File: config.mk
export PLATFORM = sky130hd
export DESIGN_NAME = dte_ctl_timing
export DESIGN_NICKNAME = d
export VERILOG_FILES = /design/src/rtl/dte_ctl_timing.sv
export SDC_FILE = /design/constraint.sdc
export NUM_CORES = 1
export LEC_CHECK = 0
export ABC_AREA = 1
export BUFFER_PORTS_ARGS = -buffer_cell sky130_fd_sc_hd__buf_2
export CAP_MARGIN = 20
export CORE_ASPECT_RATIO = 0.5
export CORE_UTILIZATION = 60
export DETAILED_ROUTE_END_ITERATION = 8
export PLACE_DENSITY = 0.8
export SETUP_SLACK_MARGIN = 0.3
export SLEW_MARGIN = 20
export SYNTH_ARGS = -nofsm -noshare
export SYNTH_HDL_FRONTEND = slang
export SYNTH_SLANG_ARGS = --single-unit
File: constraint.sdc
create_clock -name clk -period 2.1 [get_ports clk]
set_input_delay 0.42 -clock clk [delete_from_list [all_inputs] [get_ports clk]]
set_output_delay 0.42 -clock clk [all_outputs]
set_load 0.02 [all_outputs]
File: src/rtl/dte_ctl_timing.sv
module dte_ctl_timing #(
  parameter int DIV_LOG2 = 12,
  parameter int RC_T0 = 350,
  parameter int RC_T1 = 26,
  parameter int RC_T2 = 306,
  parameter int ON_T0 = 271,
  parameter int ON_T1 = 11,
  parameter int ON_T2 = 140,
  parameter int OFF_T0 = 39,
  parameter int OFF_T1 = 39,
  parameter int OFF_T2 = 22
) (
  input  logic       clk,
  input  logic       rst_n,
  input  logic       rts_n,
  input  logic       cd_fast,
  input  logic       rx_demod,
  input  logic       tx_data,
  input  logic [1:0] tsel,
  input  logic       loop_en,
  input  logic       cc_n,
  input  logic       ext_cts_n,
  input  logic       ext_cd,
  output logic       cts_n,
  output logic       cd_out,
  output logic       rxd,
  output logic       mod_data,
  output logic       carrier_on,
  output logic       ref_clk
);
  localparam int MAXT = (RC_T0 > ON_T0) ? RC_T0 : ON_T0;
  localparam int CW = $clog2(MAXT + 1) + 1;
  localparam logic [4:0] SYNC_RST = 5'b10101;

  logic [DIV_LOG2-1:0] div;
  logic [4:0] meta, sync;
  logic rts_s, cdf_s, xcts_s, xcd_s, cc_s;
  logic tick, byp, cts_r, cd_r;
  logic [CW-1:0] rc_cnt, cd_cnt, rc_lim, on_lim, off_lim, cd_lim;

  always_ff @(posedge clk or negedge rst_n)
    if (!rst_n) begin
      meta <= SYNC_RST;
      sync <= SYNC_RST;
    end else begin
      meta <= {rts_n, cd_fast, ext_cts_n, ext_cd, cc_n};
      sync <= meta;
    end
  assign {rts_s, cdf_s, xcts_s, xcd_s, cc_s} = sync;

  always_ff @(posedge clk or negedge rst_n)
    if (!rst_n) div <= '0;
    else div <= div + 1'b1;
  assign tick = &div;
  assign ref_clk = div[DIV_LOG2-1];

  always_comb begin
    case (tsel)
      2'd1:    begin rc_lim = CW'(RC_T1); on_lim = CW'(ON_T1); off_lim = CW'(OFF_T1); end
      2'd2:    begin rc_lim = CW'(RC_T2); on_lim = CW'(ON_T2); off_lim = CW'(OFF_T2); end
      default: begin rc_lim = CW'(RC_T0); on_lim = CW'(ON_T0); off_lim = CW'(OFF_T0); end
    endcase
  end
  assign cd_lim = cd_r ? off_lim : on_lim;

  always_ff @(posedge clk or negedge rst_n)
    if (!rst_n) begin
      cts_r <= 1'b1;
      rc_cnt <= '0;
    end else if (rts_s) begin
      cts_r <= 1'b1;
      rc_cnt <= '0;
    end else if (cts_r && tick) begin
      rc_cnt <= rc_cnt + 1'b1;
      if (rc_cnt == rc_lim - 1'b1) cts_r <= 1'b0;
    end

  always_ff @(posedge clk or negedge rst_n)
    if (!rst_n) begin
      cd_r <= 1'b0;
      cd_cnt <= '0;
    end else if (cdf_s == cd_r) begin
      cd_cnt <= '0;
    end else if (tick) begin
      if (cd_cnt == cd_lim - 1'b1) begin
        cd_r <= cdf_s;
        cd_cnt <= '0;
      end else begin
        cd_cnt <= cd_cnt + 1'b1;
      end
    end

  assign byp        = (tsel == 2'd3);
  assign cd_out     = byp ? xcd_s : cd_r;
  assign cts_n      = loop_en ? rts_s : (byp ? xcts_s : cts_r);
  assign rxd        = loop_en ? tx_data : (cd_out ? rx_demod : 1'b1);
  assign mod_data   = loop_en ? rx_demod : tx_data;
  assign carrier_on = loop_en ? ~cc_s : ~rts_s;

  p_cts_release_r3: assert property (@(posedge clk) disable iff (!rst_n)
    (rts_s && !loop_en && !byp) |=> cts_n);

  p_cts_on_tick_r2: assert property (@(posedge clk) disable iff (!rst_n)
    $fell(cts_r) |-> ($past(tick) && !$past(rts_s)));

  p_cd_move_r4: assert property (@(posedge clk) disable iff (!rst_n)
    (cd_r != $past(cd_r)) |-> ($past(tick) && $past(cdf_s) == cd_r));

  p_mark_idle_r7: assert property (@(posedge clk) disable iff (!rst_n)
    (!cd_out && !loop_en) |-> rxd);

  p_bypass_cts_r6: assert property (@(posedge clk) disable iff (!rst_n)
    (byp && !loop_en) |-> (cts_n == xcts_s));

  p_loop_data_r8: assert property (@(posedge clk) disable iff (!rst_n)
    loop_en |-> (rxd == tx_data && mod_data == rx_demod));
endmodule

# Yosys cells after proc, flatten, opt, wreduce, memory -nomap -nowiden
# Index checks and enable logic that the tools add are counted.
[op_classes]
n_addsub = 5
n_eq_ne = 6
mux = 19
bitwise_logic = 3
reduce_logical = 7
[op_table]
columns = ["op", "count"]
rows = [
  ["2-to-1 mux 10 bit", 6],
  ["case mux 9 bit (2 select lines)", 2],
  ["adder 10 x 1 -> 10 bit, second input constant", 2],
  ["equality test 10 bit", 2],
  ["subtractor 10 x 1 -> 10 bit, second input constant", 2],
  ["AND reduction 14 bit", 1],
  ["adder 12 x 1 -> 12 bit, second input constant", 1],
  ["AND reduction 12 bit", 1],
  ["2-to-1 mux 1 bit", 10],
  ["2-to-1 mux 6 bit", 1],
  ["nonzero test 2 bit", 3],
  ["equality test 2 bit, second input constant", 2],
  ["NOT 1 bit", 3],
  ["equality test 2 x 1 -> 1 bit, second input constant", 1],
  ["AND reduction 2 bit", 1],
  ["equality test 1 bit", 1],
  ["logical AND 1 bit", 1],
]
[word_totals]
ff_bits = 44
input_bits = 12
output_inout_bits = 6
wordCells = 47

# Logic depth before layout (Yosys ltp)
# Gate-level depths: netlist (run 1).
[logic_depth]
depth_word = 8
ltp_mapped = 12

# Least setup slack after synthesis (run 1)
# OpenSTA, ideal clock, no wires.
[synth_path]
kind = "input -> output"
startpoint = "input tsel[0]"
endpoint = "output rxd"
t_arrival_ps = 1506
required_ps = 1680
path_slack_ps = 174
cell_stages = 3
path_cell_list = "ha_1 -> o21ai_0 -> a22oi_1"
[synth_between]
elab_chain_len = 4
[synth_lines]
columns = ["element", "line", "rtl"]
rows = [
  ["from (decl)", "19", "input logic [1:0] tsel,"],
  ["equality test 2 bit", "93", "assign byp = (tsel == 2'd3);"],
  ["2-to-1 mux 1 bit", "94", "assign cd_out = byp ? xcd_s : cd_r;"],
  ["named net cd_out", "25", "output logic cd_out,"],
  ["2-to-1 mux 1 bit (2 in series)", "96", "assign rxd = loop_en ? tx_data : (cd_out ? rx_demod : 1'b1);"],
  ["to (decl)", "26", "output logic rxd,"],
]
# The timed path passes the listed nets, and every way through them passes these cells.

# Worst setup path in the final report (run 1)
[layout_path]
startpoint = "register div[0]"
endpoint = "register rc_cnt[2]"
[layout_between]
elab_chain_len = 3
[layout_lines]
columns = ["element", "line", "rtl"]
rows = [
  ["from (decl)", "35", "logic [DIV_LOG2-1:0] div;"],
  ["from (signal assigned)", "53", "else div <= div + 1'b1;"],
  ["AND reduction 12 bit", "54", "assign tick = &div;"],
  ["logical AND 1 bit", "73", "end else if (cts_r && tick) begin"],
  ["nonzero test 2 bit (no source line)", "--", ""],
  ["to (signal assigned)", "74", "rc_cnt <= rc_cnt + 1'b1;"],
  ["to (decl)", "39", "logic [CW-1:0] rc_cnt, cd_cnt, rc_lim, on_lim, off_lim, cd_lim;"],
]
# No other way between the ends.
# A chain may end at the register's enable or synchronous reset.

==> results.md, run 1 <==
* Final WS setup at 0.347 ns
* WL per Instance at 14.5 um
* CTS Buf Count at 5
* Htree depth at 2
* Clock buffer depth at 2
* CTS tree: built
* Setup tns final at 0 ns
* Largest net degree at the start of global routing at 45
* Max-slew violation count at 0
* Status: complete, no violations
* Clk slew on worst S/H paths at 0.09 ns
* Total nets after synthesis at 336
* GRT overflow at 0
* # hold bufs at CTS at 0
* Sequential-to-total area share from yosys stat at 0.434
* First-pass GRT wire length at 8.56 mm
* Die ar. at 4550 um^2
* Routed WL at 5.75 mm
* Fin nets at 362
* Register area at 1110 um^2
* Ys async rst share at 1.00
* Drt initial violations at 115
* Antenna-violating nets left at 0
* Synth warn at 0
* Hpwl dp at 3.87 mm
* Synth top area share at 0.362
* Commonest register cell after synthesis: dfrtp_1
* Library cells used by synthesis at 33
* Initial antenna violation count at 0
* Worst skew pair latency at 0.31 ns
* Total Routing Usage GR at 0.260
* Area grow syn2layout at 13.5%
* Synth area leaders: dfrtp_1 36%, nand2_1 11%, dfstp_2 7.2%, inv_1 6.0%, xor2_1 5.5%
* Clock Skew at 0.00774 ns
* Vias/cell at 5.32
* Die Y at 48.2 um
* Critical path startpoint category: flop
* PwrDens at 585 nW/um^2
* Synth Instances at 316
* Max Freq at 0.570 GHz
* Min-delay worst type: primary input to async pin
* Place WS at 0.0879 ns
* Most frequent cell after synthesis: nand2_1
* Worst EP arrival at 1.95 ns
* Max Cap Viol at 0
* TritonRoute pass-1 iters at 4
* P_leak at 1.36 nW
* Layout cells sized above 1 at 0.204
* Final setup vio count at 0
* Slew headroom at 0.632
* Port buffer count at 17
* Row cnt at 16
* DRC Markers at 0
* CTS Sinks at 44
* Die width at 94.4 um
* Synth top cells by count: 78 x nand2_1, 41 x inv_1, 37 x dfrtp_1
* Worst path required time at 2.30 ns
* FILL cells at 308
* Synthesized cell area at 2560 um^2
* Io pins at 18
* Worst vdd ir at 0.000332 V
* Number of global-route vias before repair at 1821
* Via Count at 2113
* Initial Util at 0.642
* Clock period minus final worst setup slack at 1.75 ns
* Root Buffer: clkbuf_8
* Endpoints failing hold at 0
* Setup CP Type: flop to flop
* Hold_ws at 0.175 ns
* Crit Path Max Fanout at 5
* RSZ-0062 raised after global routing: yes
* Antenna Cells at 0
* Multi-input logic area at 1300 um^2
* Tightest Pin Transition at 0.553 ns
* Core area at 3980 um^2
* Tcrit/Tclk final at 0.835
* Flops & latches, synth at 44
* Avg Cell Area, Syn at 8.10 um^2
* EDFF count, synth at 0
* CP Capture Type: flop
* Routability cong. at 0.899
* Dominant cell type by area after synthesis: dfrtp_1
-- cell usage in the layout, fill, tap and decap left out, drive strengths merged --
cell	count
nand2	86
dfstp	7
xnor2	5
clkinv	2
and3	1
bufinv	1
nor3	5
buf	22
o21ai	20
nand3	25
ha	8
nor2	32
nand4	10
o21bai	2
dfrtp	37
xor2	17
clkbuf	6
a22oi	1
inv	44
a21oi	12
-- layout make-up --
class | instances | area share
clock inverter | 2 | 0.0134
timing repair buffer | 22 | 0.0431
sequential | 44 | 0.382
multi-input combinational | 224 | 0.447
inverter | 45 | 0.0624
clock buffer | 6 | 0.0284
tap | 54 | 0.0233
-- metrics by stage --
stage | area (um^2) | util | cells | power, mW
after floorplan | 2560 | - | 316 | 0.952
after global placement | 2690 | 0.676 | 385 | 0.996
after detailed placement | 2690 | 0.676 | 385 | 1.00
after CTS | 2820 | 0.707 | 393 | 1.69
after global routing | 2910 | 0.729 | 397 | 1.75
final | 2910 | 0.729 | 397 | 1.70
-- path summary, 6_finish.rpt --
path	from	end	slack [ns]	depth (start not counted)
max in group asynchronous	rst_n	cd_r$_DFFE_PN0P_	1.52	2
min in group clk	cc_n	meta[0]$_DFF_PN1_	0.20	1
max	div[0]$_DFF_PN0_	rc_cnt[2]$_DFFE_PN0P_	0.35	10
min	rst_n	cd_cnt[5]$_DFFE_PN0P_	0.18	2
min reg2reg	meta[1]$_DFF_PN0_	sync[1]$_DFF_PN0_	0.36	0
max reg2reg	div[0]$_DFF_PN0_	rc_cnt[2]$_DFFE_PN0P_	0.35	10
-- cells by family after synthesis --
kind of cell	after synthesis	synth area share
AO/OA/AOI/OAI	35	0.0773
flip-flops	44	0.434
buffers and inverters	49	0.0817
XOR/XNOR	22	0.0782
adder cells (fa/ha/maj)	8	0.0391
AND/OR/NAND/NOR	158	0.290
-- flip-flops by register name, indices dropped and copies added (netlist names) --
signal / cells
cd_r: 1
meta: 5
rc_cnt: 10
sync: 5
div: 12
cts_r: 1
cd_cnt: 10
-- worst max-delay path, cell delays in order, from the launching register on --
cell and delay (ns):
dfrtp_1 0.42, ha_4 0.16, nand2_2 0.09, nor2_4 0.12
nand2_2 0.08, nor2_4 0.17, nand2_4 0.12, nor2_8 0.19
nand3_1 0.12, nand2_1 0.11, nor2_1 0.05
-- where the power goes --
part | switching [mW] | internal (mW) | leakage, nW | total [mW]
combinational | 0.0813 | 0.0401 | 0.736 | 0.121
sequential | 0.00719 | 0.863 | 0.561 | 0.870
clock | 0.318 | 0.390 | 0.0614 | 0.708
-- what timing repair did --
| item | CTS | global route |
|---|---|---|
| gates resized for setup | 4 | 14 |
| endpoints found under the setup margin | 3 | 20 |
| setup buffers | 0 | 3 |
| cloned | 0 | 1 |
| pin swaps | 1 | 6 |
-- routing by layer --
metal	vias up	global-route usage	share of wire
met4	0	0.0800	0.013
met1	980	0.340	0.45
met2	71	0.448	0.48
met5	-	0	0
li1	1054	-	-
met3	8	0.0623	0.057
(Power assumes the default switching activity.)
==> inputs of run 2 (changes only) <==
- CORE_UTILIZATION: 60 -> 54
- PLACE_DENSITY: 0.8 -> 0.76
- clock period: 2.1 -> 1.6 ns (I/O delays scaled with it)
==> run 2 against run 1 <==
Utilization rose by 13 points. The run now ends with negative setup slack left. Critical path depth rose by 3. Sequential share of layout area fell by 9.1 points. Critical path type unchanged. Setup slack got worse by 0.51 ns. Cell area rose by 32%. Worst hold slack got worse by 0.076 ns. First-iteration DRC count rose by 31%. Critical endpoint is now cd_r$_DFFE_PN0P_. Clock power rose by 34%. Highest routed layer unchanged.
==> results.md, run 2 (same netlist as run 1, synthesis figures left out) <==
* Setup CP Type: flop to flop
* Initial Util at 0.573
* Io pins at 18
* GRT busiest layer: met2
* Crit path top cell by count: nand2_1
* Crit-path cells: inv_4, buf_8, nand2_4, nand2_2, nand2_2, buf_4, inv_1, nand2_1, nor2_1, nand4_1, nand2_1, nand2_1, inv_1
* Clock buffer depth at 2
* Hpwl dp at 3.92 mm
* Commonest non-fill, non-tap cell in the layout: nand2_1
* Vias/cell at 5.98
* Tcrit/Tclk final at 1.10
* GR Util met2 at 0.552
* Row cnt at 17
* Met3 GRT Util at 0.0641
* CTS Buf Count at 5
* Hold_ws at 0.0997 ns
* Worst vdd ir at 0.000481 V
* Clock Skew at 0.00831 ns
* Top flop regs: div (12), cd_cnt (10), rc_cnt (10)
* Core area at 4470 um^2
* Critical Path Max Stage Delay at 0.46 ns
* Largest net degree at the start of global routing at 32
* Drt initial violations at 151
* Layout cells sized above 1 at 0.500
* P_leak at 1.77 nW
* Via Count at 2708
* CP Capture Type: flop
* TritonRoute pass-1 iters at 5
* Failing checks: negative setup slack
* R2R depth at 13
* DRC Markers at 0
* Final WS setup at -0.161 ns
* Worst EP arrival at 2.01 ns
* Endpoints failing hold at 0
* Number of global-route vias before repair at 2577
* Root Buffer: clkbuf_8
* First-pass GRT wire length at 11.6 mm
* Hold Path Origin: rts_n
* Die Y at 50.7 um
* Biggest register: div
* RR Endpoint: cd_r$_DFFE_PN0P_
* Worst Hold End: meta[4]$_DFF_PN1_
* Crit Path Max Fanout at 8
* RSZ-0062 raised after global routing: yes
* Die ar. at 5030 um^2
* Top Family by Delay on Critical Path: simple AND/OR/NAND/NOR gates
* PwrDens at 618 nW/um^2
* GR Util met1 at 0.331
* Die width at 99.4 um
* Tightest Pin Transition at 0.350 ns
* Max reg flops at 12
* Clock period minus final worst setup slack at 1.76 ns
* Area grow syn2layout at 50.2%
* Reg2Reg Setup Slack at -0.16 ns
* Hold depth at 1
* Clk slew on worst S/H paths at 0.08 ns
* Initial antenna violation count at 0
* Crit-path slowest cell: dfrtp_2
* Antenna Cells at 0
* Max-slew violation count at 0
* Port buffer count at 17
* Commonest non-fill, non-tap cells in the layout: 56 x nand2_1, 36 x buf_4, 34 x inv_1
* Total Routing Usage GR at 0.306
* Min-delay worst type: primary input to flop
* Slew headroom at 0.765
* Routability cong. at 0.889
* WP buf/inv at 5
* Max Freq at 0.568 GHz
* CTS Sinks at 44
* CTS tree: built
* Fin nets at 415
* Htree depth at 2
* Critical path startpoint category: flop
* Status: finished, violations left
* Setup tns final at -1.45 ns
* GRT overflow at 0
* WL per Instance at 19.0 um
* Fin util at 0.861
* Max Cap Viol at 0
* Worst setup startpoint: cd_r$_DFFE_PN0P_
* Final setup vio count at 23
* Reg2reg start: cd_r$_DFFE_PN0P_
* Worst skew pair latency at 0.31 ns
* Routed WL at 8.61 mm
* Worst path required time at 1.85 ns
* Antenna-violating nets left at 0
-- run 2: cell count changes in the layout (fill, tap and decap cells not counted), sizes merged --
| cell | before | now |
|---|---|---|
| buf | 22 | 72 |
| clkbuf | 6 | 7 |
| clkinv | 2 | 0 |
| dlygate4sd3 | 0 | 1 |
| inv | 44 | 45 |
| nand2 | 86 | 88 |
-- run 2: worst max path at each step --
stage          cells after the start                    end  slack (ns)
2_1_floorplan                     10  rc_cnt[7]$_DFFE_PN0P_        0.15
3_3_place_gp                      10  cd_cnt[0]$_DFFE_PN0P_       -0.09
3_5_place_dp                      10  cd_cnt[5]$_DFFE_PN0P_       -0.13
4_1_cts                            5                  cts_n       -0.04
5_1_grt                           10      cts_r$_DFFE_PN1P_       -0.19
6_report                          13       cd_r$_DFFE_PN0P_       -0.16
-- run 2: what timing repair did --
action / in CTS / in global routing
setup buffers: 25 / 13
endpoints found under the hold margin: 13 / 0
gates cloned: 3 / 0
pin swaps: 24 / 24
setup endpoints to repair: 28 / 30
resized for setup: 80 / 59
hold buffers: 1 / 0
-- run 2: metal layers --
layer	up-vias	share of wire
met5	-	0
met4	0	0.080
met3	92	0.085
met2	188	0.47
met1	1259	0.37
li1	1169	-
-- run 2: cell type report --
| type | instances | area (um^2) |
|---|---|---|
| repair buffers | 73 | 617 |
| inverters | 45 | 199 |
| multi-input cells | 226 | 1710 |
| flip-flops and latches | 44 | 1120 |
| clock inverters | 1 | 30.0 |
| clock buffers | 7 | 96.3 |
| fillers | 189 | 623 |
| well taps | 57 | 71.3 |
-- run 2: per-stage QoR --
step	instance area [um^2]	worst slack (ns)	std cells	total power, mW
2_1_floorplan	2630	0.147	316	1.27
6_report	3840	-0.161	453	2.38
4_1_cts	3520	-0.0425	440	2.32
5_1_grt	3840	-0.192	453	2.45
3_3_place_gp	2890	-0.0894	403	1.34
3_5_place_dp	2890	-0.132	403	1.35
-- run 2: where the power goes --
| part | internal [mW] | leakage [nW] | total [mW] | switching [mW] |
|---|---|---|---|---|
| sequential | 1.13 | 0.549 | 1.14 | 0.0122 |
| clock | 0.551 | 0.0645 | 0.946 | 0.395 |
| combinational | 0.121 | 1.16 | 0.285 | 0.163 |
| total | 1.81 | 1.77 | 2.38 | 0.570 |
==> inputs of run 3 (changes only) <==
- CORE_UTILIZATION: 54 -> 30
- CTS_CLUSTER_SIZE: default -> 28
- PLACE_DENSITY: 0.76 -> 0.46
- clock period: 1.6 -> 2.3 ns (I/O delays scaled with it)
==> run 3 against run 2 <==
The run now ends clean. Clock power is 14% lower. Worst hold slack worse by 0.052 ns. Power shrank 28%. Cell count decreased by 0.22%. Setup slack better by 0.62 ns. Non-clock buffer count shrank 53. Clock skew decreased by 0.0026 ns. Routed wire length shrank 38%. Highest routed layer unchanged. Die area grew 77%. First-iteration DRC count fell by 42%. Combinational power decreased by 63%.
==> results.md, run 3 (same netlist as run 1, synthesis figures left out) <==
* Core area at 8140 um^2
* Biggest register: div
* Clock buffer depth at 2
* Multi-input logic area at 1240 um^2
* Register area at 1110 um^2
* DR WL met2 at 2.34 mm
* Die width at 133 um
* Crit-path slowest cell: dfrtp_2
* Met1 wire length at 2.68 mm
* Setup CP Type: flop to output pin
* # hold bufs at CTS at 0
* Antenna-violating nets left at 0
* Place WS at 0.211 ns
* Area grow syn2layout at 15.0%
* Worst vdd ir at 0.000241 V
* Reg2reg start: div[0]$_DFF_PN0_
* Final setup vio count at 0
* Commonest non-fill, non-tap cells in the layout: 78 x nand2_1, 40 x inv_1, 36 x dfrtp_1
* Clock period minus final worst setup slack at 1.84 ns
* Die Y at 67.3 um
* Root Buffer: clkbuf_16
* Worst skew pair latency at 0.29 ns
* CTS Sinks at 44
* Top Family by Delay on Critical Path: flip-flops
* Max Freq at 0.544 GHz
* Fin nets at 359
* Worst Setup EP: rxd
* Top flop regs: div (12), cd_cnt (10), rc_cnt (10)
* GRT overflow at 0
* Antenna Cells at 0
* FILL cells at 830
* Max-slew violation count at 0
* Reg2Reg Setup Slack at 0.54 ns
* Max reg flops at 12
* CTS tree: built
* Endpoints failing hold at 0
* R2R depth at 9
* Tightest Pin Transition at 0.424 ns
* Routability cong. at 0.872
* Total length of routed met3 wires at 258 um
* Via Count at 2006
* Crit Path Max Fanout at 9
* Number of global-route vias before repair at 1959
* TritonRoute pass-1 iters at 4
* Tcrit/Tclk final at 0.799
* Clock Skew at 0.00567 ns
* Max Cap Viol at 0
* RR Endpoint: cd_cnt[3]$_DFFE_PN0P_
* Critical path startpoint category: flop
* Port buffer count at 17
* DRC Markers at 0
* Die ar. at 8920 um^2
* Slew headroom at 0.715
* Drt initial violations at 88
* Largest net degree at the start of global routing at 33
* PwrDens at 583 nW/um^2
* Layout cells sized above 1 at 0.176
* Critical Path Max Stage Delay at 0.49 ns
* CP Capture Type: output pin
* First-pass GRT wire length at 9.37 mm
* Routed WL at 5.37 mm
* Row cnt at 23
* WP depth at 4
* Setup tns final at 0 ns
* Worst setup startpoint: cd_r$_DFFE_PN0P_
* Worst EP arrival at 1.38 ns
* Min-delay worst type: primary input to async pin
* Worst path required time at 1.84 ns
* Io pins at 18
* WP buf/inv at 2
* Hpwl dp at 3.92 mm
* RSZ-0062 raised after global routing: yes
* Htree depth at 2
* Initial Util at 0.314
* Vias/cell at 4.44
* Total Routing Usage GR at 0.138
* Final WS setup at 0.463 ns
* Top Layer Used: met4
* Initial antenna violation count at 0
* Commonest non-fill, non-tap cell in the layout: nand2_1
* P_leak at 1.36 nW
* CTS Buf Count at 5
* Status: complete, no violations
* Crit-path cells: inv_2, o21ai_1, a22oi_1, buf_2
* Clk slew on worst S/H paths at 0.06 ns
* WL per Instance at 11.9 um
## run 3: changes by cell type in the layout (fill, tap and decap cells not counted), sizes merged
| cell | previous run | this run |
|---|---|---|
| buf | 72 | 20 |
| clkbuf | 7 | 6 |
| clkinv | 0 | 1 |
| clkinvlp | 0 | 1 |
| dlygate4sd3 | 1 | 0 |
| inv | 45 | 44 |
| nand2 | 88 | 86 |
| nor2 | 32 | 31 |
## run 3: timing repair
| action | in CTS | in global routing |
|---|---|---|
| buffers inserted | 0 | 2 |
| gates resized for setup | 0 | 3 |
| endpoints found under the setup margin | 0 | 9 |
## run 3: power by group
group / total, mW / switching (mW) / leakage (nW) / internal [mW]
Clock: 0.815 / 0.303 / 0.0808 / 0.511
Combinational: 0.106 / 0.0709 / 0.723 / 0.0348
Sequential: 0.796 / 0.00684 / 0.561 / 0.789
## run 3: worst min path at each step
stage	from	to	slack [ns]
floorplan	rst_n	cd_cnt[0]$_DFFE_PN0P_	0.16
global placement	meta[1]$_DFF_PN0_	sync[1]$_DFF_PN0_	0.33
detailed placement	meta[2]$_DFF_PN1_	sync[2]$_DFF_PN1_	0.35
CTS	rst_n	rc_cnt[9]$_DFFE_PN0P_	0.05
global route	rst_n	rc_cnt[9]$_DFFE_PN0P_	0.06
finish	rst_n	rc_cnt[9]$_DFFE_PN0P_	0.05
## run 3: area by class of cell
cell class / count / area share
clock buffer: 6 / 0.0438
clock inverter: 2 / 0.0119
inverter: 45 / 0.0604
multi-input combinational: 223 / 0.422
sequential: 44 / 0.378
tap: 112 / 0.0476
timing repair buffer: 20 / 0.0366
## run 3: stage by stage
stage                     power (mW)  hold WS (ns)   util  instance area (um^2)  cells
after floorplan                0.869         0.164      -                  2560    316
after global placement         0.911         0.335  0.338                  2760    442
after detailed placement       0.914         0.347  0.338                  2760    442
after CTS                       1.74        0.0513  0.359                  2920    450
after global routing            1.79        0.0605  0.361                  2940    452
final                           1.72        0.0477  0.361                  2940    452
## run 3: layer usage
metal,global-route usage,up-vias
met2,0.222,31
met1,0.180,917
met4,0.0532,0
met3,0.0360,10
li1,-,1048
met5,0,-
## run 3: worst register-to-register path: cells and delay by family, from the launching register on
family / cells / cell delay, ns
compound gates: 2 / 0.30
fa+ha+maj: 1 / 0.19
flops: 1 / 0.37
simple gates: 5 / 0.73
buf+inv: 1 / 0.11
